===== src/rtl/pci_pm_pkg.sv =====
package pci_pm_pkg;

    typedef enum logic [1:0] {
        PS_D0    = 2'd0,
        PS_D1    = 2'd1,
        PS_D2    = 2'd2,
        PS_D3HOT = 2'd3
    } pstate_e;

    localparam int unsigned STATE_W = 2;
    localparam int unsigned BE_W    = 4;
    localparam int unsigned DATA_W  = 32;

endpackage


===== src/rtl/pci_pm_wr_decode.sv =====
module pci_pm_wr_decode
    import pci_pm_pkg::*;
#(
    parameter int unsigned ADDR_W         = 10,
    parameter int unsigned CTRL_BYTE_ADDR = 12'h044
) (
    input  logic              cfg_wr,
    input  logic [ADDR_W-1:0] cfg_addr,
    input  logic [BE_W-1:0]   cfg_be,
    input  logic [DATA_W-1:0] cfg_wdata,
    output logic              ctrl_hit,
    output pstate_e           req_state
);

    localparam int unsigned       LANE    = CTRL_BYTE_ADDR % BE_W;
    localparam logic [ADDR_W-1:0] CTRL_DW = ADDR_W'(CTRL_BYTE_ADDR / BE_W);

    logic unused_bits;

    // A write is relevant only when it lands on the control dword and
    // its enable covers the byte that holds the state field.
    assign ctrl_hit    = cfg_wr && (cfg_addr == CTRL_DW) && cfg_be[LANE];
    assign req_state   = pstate_e'(cfg_wdata[LANE*8 +: STATE_W]);
    assign unused_bits = ^{cfg_wdata, cfg_be};

endmodule


===== src/rtl/pci_pm_fsm.sv =====
module pci_pm_fsm
    import pci_pm_pkg::*;
(
    input  logic    clk,
    input  logic    rst_n,
    input  logic    ctrl_hit,
    input  pstate_e req_state,
    input  logic    cap_d1_ok,
    input  logic    cap_d2_ok,
    input  logic    pm_wr_mask,
    output pstate_e cur_state,
    output logic    remap_req,
    output logic    rej_valid,
    output pstate_e rej_from,
    output pstate_e rej_to
);

    pstate_e state_q, state_d;
    logic    attempt;
    logic    legal;
    logic    target_ok;

    // Support check for the requested state alone.
    always_comb begin
        unique case (req_state)
            PS_D1:   target_ok = cap_d1_ok;
            PS_D2:   target_ok = cap_d2_ok;
            default: target_ok = 1'b1;
        endcase
    end

    // A change attempt is a qualified write asking for another state.
    assign attempt = ctrl_hit && pm_wr_mask && (req_state != state_q);

    // Legality of each transition out of the current state.
    always_comb begin
        unique case (state_q)
            PS_D0:    legal = target_ok;
            PS_D1:    legal = (req_state == PS_D0) ||
                              ((req_state > PS_D1) && target_ok);
            PS_D2:    legal = (req_state == PS_D0) || (req_state == PS_D3HOT);
            PS_D3HOT: legal = (req_state == PS_D0);
            default:  legal = 1'b0;
        endcase
    end

    always_comb begin
        state_d = state_q;
        if (attempt && legal) begin
            state_d = req_state;
        end
    end

    // State register.
    always_ff @(posedge clk) begin
        if (!rst_n) begin
            state_q <= PS_D0;
        end else begin
            state_q <= state_d;
        end
    end

    // Output register: remap and reject pulses.
    always_ff @(posedge clk) begin
        if (!rst_n) begin
            remap_req <= 1'b0;
            rej_valid <= 1'b0;
            rej_from  <= PS_D0;
            rej_to    <= PS_D0;
        end else begin
            remap_req <= attempt && legal &&
                         ((state_q == PS_D0) != (req_state == PS_D0));
            rej_valid <= attempt && !legal;
            if (attempt && !legal) begin
                rej_from <= state_q;
                rej_to   <= req_state;
            end
        end
    end

    assign cur_state = state_q;

    AST_D1_NEEDS_CAP: assert property (@(posedge clk) disable iff (!rst_n)
        (state_q == PS_D1) && ($past(state_q) != PS_D1) |-> $past(cap_d1_ok));

    AST_D2_NEEDS_CAP: assert property (@(posedge clk) disable iff (!rst_n)
        (state_q == PS_D2) && ($past(state_q) != PS_D2) |-> $past(cap_d2_ok));

    AST_ONLY_DEEPER: assert property (@(posedge clk) disable iff (!rst_n)
        (state_q != PS_D0) && ($past(state_q) != PS_D0) && (state_q != $past(state_q))
        |-> (state_q > $past(state_q)));

    AST_REJECT_HOLDS: assert property (@(posedge clk) disable iff (!rst_n)
        rej_valid |-> (state_q == $past(state_q)) && (rej_from == state_q));

    AST_REMAP_CROSSES: assert property (@(posedge clk) disable iff (!rst_n)
        remap_req |-> ((state_q == PS_D0) != ($past(state_q) == PS_D0)));

    AST_MASK_LOCKS: assert property (@(posedge clk) disable iff (!rst_n)
        !$past(pm_wr_mask) |-> $stable(state_q) && !remap_req && !rej_valid);

    AST_PULSES_EXCLUSIVE: assert property (@(posedge clk) disable iff (!rst_n)
        !(remap_req && rej_valid));

endmodule


===== src/rtl/pci_pm_state_ctrl.sv =====
module pci_pm_state_ctrl
    import pci_pm_pkg::*;
#(
    parameter int unsigned ADDR_W         = 10,
    parameter int unsigned CTRL_BYTE_ADDR = 12'h044
) (
    input  logic              clk,
    input  logic              rst_n,
    input  logic              cfg_wr,
    input  logic [ADDR_W-1:0] cfg_addr,
    input  logic [3:0]        cfg_be,
    input  logic [31:0]       cfg_wdata,
    input  logic              cap_d1_ok,
    input  logic              cap_d2_ok,
    input  logic              pm_wr_mask,
    output logic [1:0]        pwr_state,
    output logic              bar_decode_en,
    output logic              remap_req,
    output logic              rej_valid,
    output logic [1:0]        rej_from,
    output logic [1:0]        rej_to
);

    logic    ctrl_hit;
    pstate_e req_state;
    pstate_e cur_state;
    pstate_e rej_from_s;
    pstate_e rej_to_s;

    pci_pm_wr_decode #(
        .ADDR_W         (ADDR_W),
        .CTRL_BYTE_ADDR (CTRL_BYTE_ADDR)
    ) u_decode (
        .cfg_wr    (cfg_wr),
        .cfg_addr  (cfg_addr),
        .cfg_be    (cfg_be),
        .cfg_wdata (cfg_wdata),
        .ctrl_hit  (ctrl_hit),
        .req_state (req_state)
    );

    pci_pm_fsm u_fsm (
        .clk        (clk),
        .rst_n      (rst_n),
        .ctrl_hit   (ctrl_hit),
        .req_state  (req_state),
        .cap_d1_ok  (cap_d1_ok),
        .cap_d2_ok  (cap_d2_ok),
        .pm_wr_mask (pm_wr_mask),
        .cur_state  (cur_state),
        .remap_req  (remap_req),
        .rej_valid  (rej_valid),
        .rej_from   (rej_from_s),
        .rej_to     (rej_to_s)
    );

    assign pwr_state     = cur_state;
    assign rej_from      = rej_from_s;
    assign rej_to        = rej_to_s;
    assign bar_decode_en = (cur_state == PS_D0);

    AST_BAR_AFTER_WAKE: assert property (@(posedge clk) disable iff (!rst_n)
        remap_req && bar_decode_en |-> $past(pwr_state) != 2'd0);

endmodule


===== config.mk =====
export PLATFORM = sky130hd
export DESIGN_NAME = pci_pm_state_ctrl
export DESIGN_NICKNAME = d
export VERILOG_FILES = /design/src/rtl/pci_pm_pkg.sv /design/src/rtl/pci_pm_wr_decode.sv /design/src/rtl/pci_pm_fsm.sv /design/src/rtl/pci_pm_state_ctrl.sv
export SDC_FILE = /design/constraint.sdc
export NUM_CORES = 1
export LEC_CHECK = 0
export ABC_CLOCK_PERIOD_IN_PS = 1600
export BUFFER_PORTS_ARGS = -buffer_cell sky130_fd_sc_hd__buf_2
export CAP_MARGIN = 20
export CORE_AREA = 2 2 47 49
export CTS_CLUSTER_SIZE = 20
export DETAILED_ROUTE_END_ITERATION = 12
export DIE_AREA = 0 0 49 51
export GPL_TIMING_DRIVEN = 0
export HOLD_SLACK_MARGIN = 0.1
export PLACE_DENSITY_LB_ADDON = 0.1
export SLEW_MARGIN = 20
export SYNTH_ARGS = -nofsm -noshare
export SYNTH_HDL_FRONTEND = slang
export SYNTH_HIERARCHICAL = 1
export SYNTH_SLANG_ARGS = --single-unit
export TNS_END_PERCENT = 1

===== constraint.sdc =====
create_clock -name clk -period 1.6 [get_ports clk]
set_input_delay 0.32 -clock clk [delete_from_list [all_inputs] [get_ports clk]]
set_output_delay 0.32 -clock clk [all_outputs]
set_load 0.005 [all_outputs]

# --- Word level (Yosys, flattened, before mapping) ---
# Cells that the tools add are included.
word_totals:
  reg_bits: 8
  input_bits: 52
  wordCells: 30
  output_inout_bits: 9
classes:
  n_lt_le_gt_ge: 1
  eq_ne: 9
  n_mux: 2
  n_reduce_logical: 13
ops:
  columns: ["op", "n"]
  rows:
  - ["10-bit by 5-bit equality test with 1-bit output, second input constant", 1]
  - ["2-bit equality test, second input constant", 4]
  - ["1-bit logical AND", 8]
  - ["2-bit by 1-bit equality test with 1-bit output, second input constant", 2]
  - ["2-bit zero test", 2]
  - ["1-bit case mux with 4 select lines", 1]
  - ["2-bit by 1-bit > comparator with 1-bit output, second input constant", 1]
  - ["1-bit logical OR", 2]
  - ["2-bit inequality test", 1]
  - ["1-bit case mux with 2 select lines", 1]
  - ["1-bit zero test", 1]
  - ["1-bit inequality test", 1]

# --- Longest topological paths before layout ---
# Gate-level depths: netlist of the first run.
logic_depth:
  depth_word: 7
  depth_mapped: 7
  mapped_depth_nobuf: 6

# --- By module ---
# The synthesis of the first run kept the hierarchy.
by_module_without_submodules:
  columns: ["mod", "seq_area_each_um2", "area_per_inst_um2", "n_inst", "cells_each"]
  rows:
  - ["pci_pm_fsm", 160.2, 496.7, 1, 49]
  - ["pci_pm_wr_decode", 0.0, 61.3, 1, 6]
  - ["pci_pm_state_ctrl", 0.0, 3.8, 1, 1]

# --- Worst setup path after synthesis of the first run ---
# OpenSTA, ideal clock, no wires.
synth_path:
  kind: "input to register"
  startpoint: "input port cfg_wdata[1]"
  endpoint: "register u_fsm.rej_from[0]"
  path_stages: 7
  slack_ns: -0.092
  required_ns: 1.528
  setup_ns: 0.072
  path_buffers: 1
  t_arrival_ns: 1.620
  cell_sequence: "buf_4 -> inv_2 -> ha_1 -> a21boi_1 -> a31oi_1 -> a21oi_4 -> mux2i_1"
synth_via:
  elab_chain_cells: 7
  word_cells_on_any_way: 14
  classes_between: "1 x order compare; 4 x eq/ne; 2 x mux; 7 x reduce/logical"
synth_lines:
  columns: ["element", "line_no", "source"]
  rows:
  - ["start, declared", "pci_pm_state_ctrl.sv:12", "input logic [31:0] cfg_wdata,"]
  - ["2-bit equality test or 2-bit by 1-bit equality test with 1-bit output (tied branches)", "pci_pm_fsm.sv:25", "unique case (req_state)"]
  - ["1-bit case mux with 2 select lines", "pci_pm_fsm.sv:25", null]
  - ["1-bit logical AND", "pci_pm_fsm.sv:40", "((req_state > PS_D1) && target_ok);"]
  - ["1-bit logical OR", "pci_pm_fsm.sv:39", "PS_D1: legal = (req_state == PS_D0) ||"]
  - ["1-bit case mux with 4 select lines", "pci_pm_fsm.sv:37", "unique case (state_q)"]
  - ["1-bit zero test", "pci_pm_fsm.sv:74", "if (attempt && !legal) begin"]
  - ["1-bit logical AND *", "pci_pm_fsm.sv:74", null]
  - ["end signal, assigned", "pci_pm_fsm.sv:75", "rej_from <= state_q;"]
  - ["end, declared", "pci_pm_fsm.sv:14", "output pstate_e rej_from,"]
# Mark *: on every way between the ends. The rest lies on a longest branch, timed or not.
# A chain may end at the register's enable or synchronous reset.

# --- Final worst setup path of the first run ---
layout_path:
  startpoint: "register u_fsm.state_q[0] (netlist: u_fsm/cur_state[0])"
  endpoint: "register u_fsm.rej_to[1]"
layout_via:
  elab_chain_cells: 4
  word_cells_on_any_way: 9
  classes_between: "4 x eq/ne; 1 x mux; 4 x reduce/logical"
layout_lines:
  columns: ["element", "line_no", "source"]
  rows:
  - ["start, declared", "pci_pm_fsm.sv:18", "pstate_e state_q, state_d;"]
  - ["start signal, assigned", "pci_pm_fsm.sv:59", "state_q <= state_d;"]
  - ["2-bit equality test, or another cell as far along", "pci_pm_fsm.sv:37", null]
  - ["1-bit case mux with 4 select lines", "pci_pm_fsm.sv:37", null]
  - ["1-bit zero test", "pci_pm_fsm.sv:74", null]
  - ["1-bit logical AND *", "pci_pm_fsm.sv:74", null]
  - ["end signal, assigned", "pci_pm_fsm.sv:76", "rej_to <= req_state;"]
  - ["end, declared", "pci_pm_fsm.sv:15", "output pstate_e rej_to"]
# Marks and branches as above.

==> flow_metrics.tcl, run 1 <==
set metrics [dict create \
    outcome "complete, no violations" \
    rows 17 \
    drv_cap 0 \
    path_depth 6 \
    post_dp_cell_area_sq_um 727 \
    numCtsBuffers 3 \
    final_cells 115 \
    power_leakage_nw 0.398 \
    antenna_found_initial 0 \
    ant_nets 0 \
    crit_family "compound AO/OA/AOI/OAI gates" \
    hold_violations 0 \
    synth-edff-count 0 \
    grt_max_degree 11 \
    rsz0062_at_grt "true" \
    layout_commonest_cell "buf_2" \
    power.density_nw_per_um2 484 \
    dieWidth_um 49 \
    fmax_mhz 653 \
    fin_area_sq_um 882 \
    yosys.cell_types.count 22 \
    whs_path_depth 3 \
    placed_cells 108 \
    r2r_end "u_fsm/rej_to[1]$_SDFFE_PN0P_" \
    clockBufferDepth 2 \
    synth-seq-cells 8 \
    start_kind "flop" \
    io_pins 61 \
    critPathSlowestCell "dfxtp_4" \
    slew_viol_final 0 \
    path_cells "inv_4, ha_4, a211oi_4, o41ai_4, a21oi_4, mux2i_1" \
    yosys-mux-area-fraction_pct 10.7 \
    diodes 0 \
    grt_overflow_total 0 \
    grt_pass1_vias 518 \
    max_stage_delay_ns 0.38 \
    drt_wl_total_um 1260 \
    hold_ws_ns 0.352 \
    drive_gt1_share_pct 57.5 \
    hpwl_um 911 \
    path_class "reg -> reg" \
    period_share_pct 95.7 \
    hp-start "cfg_wdata[0]" \
    cp-startpoint "u_fsm/cur_state[0]$_SDFFE_PN0P_" \
    wl_per_cell_um 11.0 \
    synth_fa_ha_area_share_pct 15.6 \
    period_minus_slack_ns 1.53 \
    synthSimpleGateAreaFrac_pct 19.4 \
    die_y_um 51 \
    cp_num_buf_inv 1 \
    net-switching-power_uw 105 \
    total_power_uw 427 \
    clk_latency_ns 0.25 \
    synth_seq_area_share_pct 28.5 \
    p_comb_share_pct 18.8 \
    synth_compound_area_share_pct 15.1 \
    htreeDepth 1 \
    synth_top_family_by_area "simple AND/OR/NAND/NOR gates" \
    synthArstFlopShare_pct 0 \
    cp.required_ns 1.78 \
    finalNetCount 148 \
    portBuffers 24 \
    yosysWarningCount 6 \
    syn2layout_area_growth_pct 57.0 \
    vias 493 \
    fin_setup_tns_ns 0 \
    cp.arrival_ns 1.71 \
    globalplace.congestion 0.658 \
    cts.sinks 8 \
    hp-class "in -> reg" \
    via_per_inst 4.29 \
    swShare_pct 24.6 \
    rrSetupSlack_ns 0.07 \
    path_clk_slew_ns 0.05 \
    worst_pin_slew_ns 0.401 \
    start_util_pct 27.2 \
    netlist_instances 56 \
    num-fill-cells 213 \
    fp.coreArea_sq_um 2060 \
    worstSetupEndpointType "flop" \
    clock_tree.root_cell "clkbuf_4" \
    grtUsageTotal_pct 12.1 \
    vdd_drop_max_mv 0.427 \
    min_to "u_fsm/cur_state[0]$_SDFFE_PN0P_" \
    syn_nets 115 \
    p_int_uw 322 \
    syn_area_per_cell_sq_um 10.0 \
    remaining_drc_errors 0 \
    first_pass_iters 1 \
    pwr-share-clk_pct 35.4 \
    r2r_cells 6 \
    grt_pass1_wl_um 2310 \
    yosys.area_share.xor_xnor_pct 4.68 \
    max_slew_margin_pct 73.3 \
    drt_iter0_drc 0 \
    yosys_most_used_dff "dfxtp_1" \
    pwr-share-seq_pct 45.9 \
    cts_tree "built" \
    die_area_sq_um 2500 \
    final_cell_mix "buf_2, nand2_1, mux2i_1, dfxtp_1" \
    finalSetupViolations 0 \
    clock_skew_ns 0.00203 \
    r2r_start "u_fsm/cur_state[0]$_SDFFE_PN0P_" \
    syn_area_sq_um 562 \
    crit_fanout 5 \
]
[power groups by stage]
stage / registers, mW / logic [mW] / clock network, mW
2_1_floorplan: 0.204 / 0.0379 / 0
3_3_place_gp: 0.204 / 0.0625 / 0
3_5_place_dp: 0.204 / 0.0636 / 0
4_1_cts: 0.196 / 0.0657 / 0.160
5_1_grt: 0.196 / 0.0895 / 0.169
6_report: 0.196 / 0.0802 / 0.151
[how the worst max path moves through the flow]
stage                     slack [ns]                             end
after floorplan                -0.02      u_fsm/rej_valid$_SDFF_PN0_
after global placement         -0.18    u_fsm/rej_to[0]$_SDFFE_PN0P_
after detailed placement       -0.16    u_fsm/rej_to[1]$_SDFFE_PN0P_
after CTS                       0.02  u_fsm/rej_from[0]$_SDFFE_PN0P_
after global routing           -0.03  u_fsm/rej_from[0]$_SDFFE_PN0P_
final                           0.07    u_fsm/rej_to[1]$_SDFFE_PN0P_
[final cells by class]
cell class	instances	area, sq um	share of cell area [%]
buffer	3	26.3	2.98
timing repair buffer	28	150	17.0
multi-input combinational	41	460	52.2
sequential	8	168	19.0
inverter	4	20.0	2.27
clock buffer	3	22.5	2.55
tap	28	35.0	3.97
[Yosys cell counts, types with 2 or more instances]
| library cell | instances | area share [%] |
|---|---|---|
| nand2_1 | 10 | 6.7 |
| nor2_1 | 2 | 1.3 |
| xor2_1 | 3 | 4.7 |
| nor4b_2 | 2 | 5.3 |
| buf_4 | 2 | 2.7 |
| inv_1 | 3 | 2.0 |
| mux2i_1 | 6 | 11 |
| dfxtp_1 | 8 | 29 |
| ha_1 | 7 | 16 |
[per-stage QoR]
step | setup slack (ns) | utilization, %
after detailed placement | -0.159 | 35.2
after floorplan | -0.0188 | -
after global placement | -0.184 | 35.2
after global routing | -0.0283 | 42.8
after CTS | 0.0201 | 38.4
final | 0.0687 | 42.8
[worst min-delay path, delay by kind of cell]
family	cells	cell delay, ns
AND/OR/NAND/NOR	1	0.07
multiplexers	1	0.06
buffers and inverters	1	0.11
[sequential cells by signal, summed over array words and instances (netlist names)]
register	cells
u_fsm/rej_to	2
u_fsm/rej_valid	1
u_fsm/cur_state	2
u_fsm/rej_from	2
u_fsm/remap_req	1
[cells by family after synthesis]
kind of cell	count (synthesis)
AND/OR/NAND/NOR	18
flip-flops	8
AO/OA/AOI/OAI	7
buffers and inverters	7
adder cells (fa/ha/maj)	7
multiplexers	6
XOR/XNOR	3
[layer usage]
metal  up-vias  part of all wire, %  global-route usage (%)
li1        256                    -                       -
met1       214                   45                    14.3
met2        21                   48                    20.1
met3         2                  7.1                    3.51
met4         0                 0.63                    5.71
met5         -                    0                       0
[what timing repair did]
action                                  4_1_cts  5_1_grt
resized for setup                            10       11
setup buffers                                 1        3
endpoints found under the hold margin         0        0
endpoints found under the setup margin        7        8
pin swaps                                     2        5
hold buffers                                  0        0
Note: power is estimated with default switching activity, not from simulation.
==> inputs of run 2 (changes only) <==
- CORE_AREA: 2 2 47 49 -> 2 2 51 53
- DIE_AREA: 0 0 49 51 -> 0 0 53 55
- MAX_ROUTING_LAYER: unset -> met4
==> flow_metrics.tcl, run 2 (synthesized netlist as in run 1, its figures left out) <==
set metrics [dict create \
    hpwl_um 1020 \
    dieWidth_um 53 \
    wl_per_cell_um 11.1 \
    drv_cap 0 \
    die_area_sq_um 2920 \
    drt_wl_total_um 1300 \
    fmax_mhz 645 \
    crit_fanout 5 \
    path_class "in -> reg" \
    grt_pass1_vias 452 \
    fp.coreArea_sq_um 2360 \
    ant_nets 0 \
    use_met3_pct 5.38 \
    diodes 0 \
    start_kind "input pin" \
    finalSetupViolations 0 \
    start_util_pct 23.8 \
    vias 505 \
    rsz0062_at_grt "true" \
    final_cell_mix "buf_2, nand2_1, mux2i_1, dfxtp_1, buf_4" \
    setup_slack_ns 0.0500 \
    grt_overflow_total 0 \
    regArea_sq_um 168 \
    antenna_found_initial 0 \
    rows 18 \
    clock_skew_ns 0.00337 \
    slew_viol_final 0 \
    cp.required_ns 1.73 \
    clk_latency_ns 0.25 \
    globalplace.congestion 0.632 \
    htreeDepth 1 \
    drive_gt1_share_pct 57.5 \
    period_minus_slack_ns 1.55 \
    vdd_drop_max_mv 0.514 \
    power_leakage_nw 0.382 \
    layout_commonest_cell "buf_2" \
    grtUsageTotal_pct 9.71 \
    remaining_drc_errors 0 \
    hp-class "in -> reg" \
    worst_pin_slew_ns 0.393 \
    gr-usage-met2_pct 15.0 \
    dpl_worst_slack_ns -0.171 \
    cp.arrival_ns 1.68 \
    hold_violations 0 \
    die_y_um 55 \
    num-fill-cells 259 \
    cts_tree "built" \
    finalNetCount 148 \
    use_met1_pct 11.4 \
    first_pass_iters 3 \
    top_usage_layer "met2" \
    clockBufferDepth 2 \
    period_share_pct 96.9 \
    via_per_inst 4.32 \
    outcome "complete, no violations" \
    total_power_uw 410 \
    io_pins 61 \
    max_slew_margin_pct 73.8 \
    cts.sinks 8 \
    power.density_nw_per_um2 486 \
    multi_input_area_sq_um 428 \
    path_clk_slew_ns 0.05 \
    portBuffers 24 \
    numCtsBuffers 3 \
    grt_max_degree 11 \
    drt_iter0_drc 8 \
    clock_tree.root_cell "clkbuf_4" \
    syn2layout_area_growth_pct 50.1 \
    grt_pass1_wl_um 1930 \
    worstSetupEndpointType "flop" \
]
-- run 2: cell counts in the layout (fill, tap and decap cells not counted) --
Identical to the previous run, type by type.
-- run 2: metal layers --
layer  routed length (um)  vias up
met2                  589       26
li1                     -      256
met3                  156        0
met5                    0        -
met4                    0        0
met1                  553      223
-- run 2: layout make-up --
| cell class | instances | share of cell area (%) |
|---|---|---|
| repair buffers | 28 | 18.2 |
| multi-input cells | 41 | 50.7 |
| inverters | 4 | 1.78 |
| well taps | 30 | 4.45 |
| flip-flops and latches | 8 | 19.9 |
| clock buffers | 3 | 2.67 |
| plain buffers | 3 | 2.23 |
-- run 2: critical path: stages --
cell,delay [ns]
buf_4,0.12
inv_1,0.06
ha_1,0.28
a21boi_2,0.18
o41ai_4,0.29
buf_4,0.18
nand3b_2,0.12
mux2i_1,0.15
-- run 2: repair_timing --
item / 4_1_cts / 5_1_grt
setup buffers: 3 / 1
pin swaps: 2 / 3
resized for setup: 7 / 8
hold buffers: 0 / 0
endpoints found under the setup margin: 7 / 6
-- run 2: path summary, 6_finish.rpt --
| path | startpoint | end | cells after the start | slack [ns] |
|---|---|---|---|---|
| max | cfg_wdata[0] | u_fsm/cur_state[0]$_SDFFE_PN0P_ | 8 | 0.05 |
| max reg2reg | u_fsm/cur_state[0]$_SDFFE_PN0P_ | u_fsm/cur_state[0]$_SDFFE_PN0P_ | 7 | 0.07 |
| min reg2reg | u_fsm/rej_from[0]$_SDFFE_PN0P_ | u_fsm/rej_from[0]$_SDFFE_PN0P_ | 2 | 0.46 |
| min | cfg_wdata[0] | u_fsm/cur_state[0]$_SDFFE_PN0P_ | 3 | 0.39 |
-- run 2: per-stage QoR --
step / utilization (%) / std cells / hold slack (ns) / TNS (ns) / instance area [sq um]
global placement: 30.8 / 110 / 0.444 / -1.23 / 729
detailed placement: 30.8 / 110 / 0.443 / -1.06 / 729
CTS: 33.5 / 116 / 0.376 / 0 / 792
finish: 35.7 / 117 / 0.390 / 0 / 843
floorplan: - / 56 / 0.451 / -0.0995 / 572
global route: 35.7 / 117 / 0.385 / -0.0741 / 843
-- run 2: where the power goes --
group / switching [mW] / internal [mW] / total [mW]
Sequential: 0.00000656 / 0.196 / 0.196
Clock: 0.0633 / 0.0855 / 0.149
Combinational: 0.0333 / 0.0313 / 0.0646
Total: 0.0966 / 0.313 / 0.410
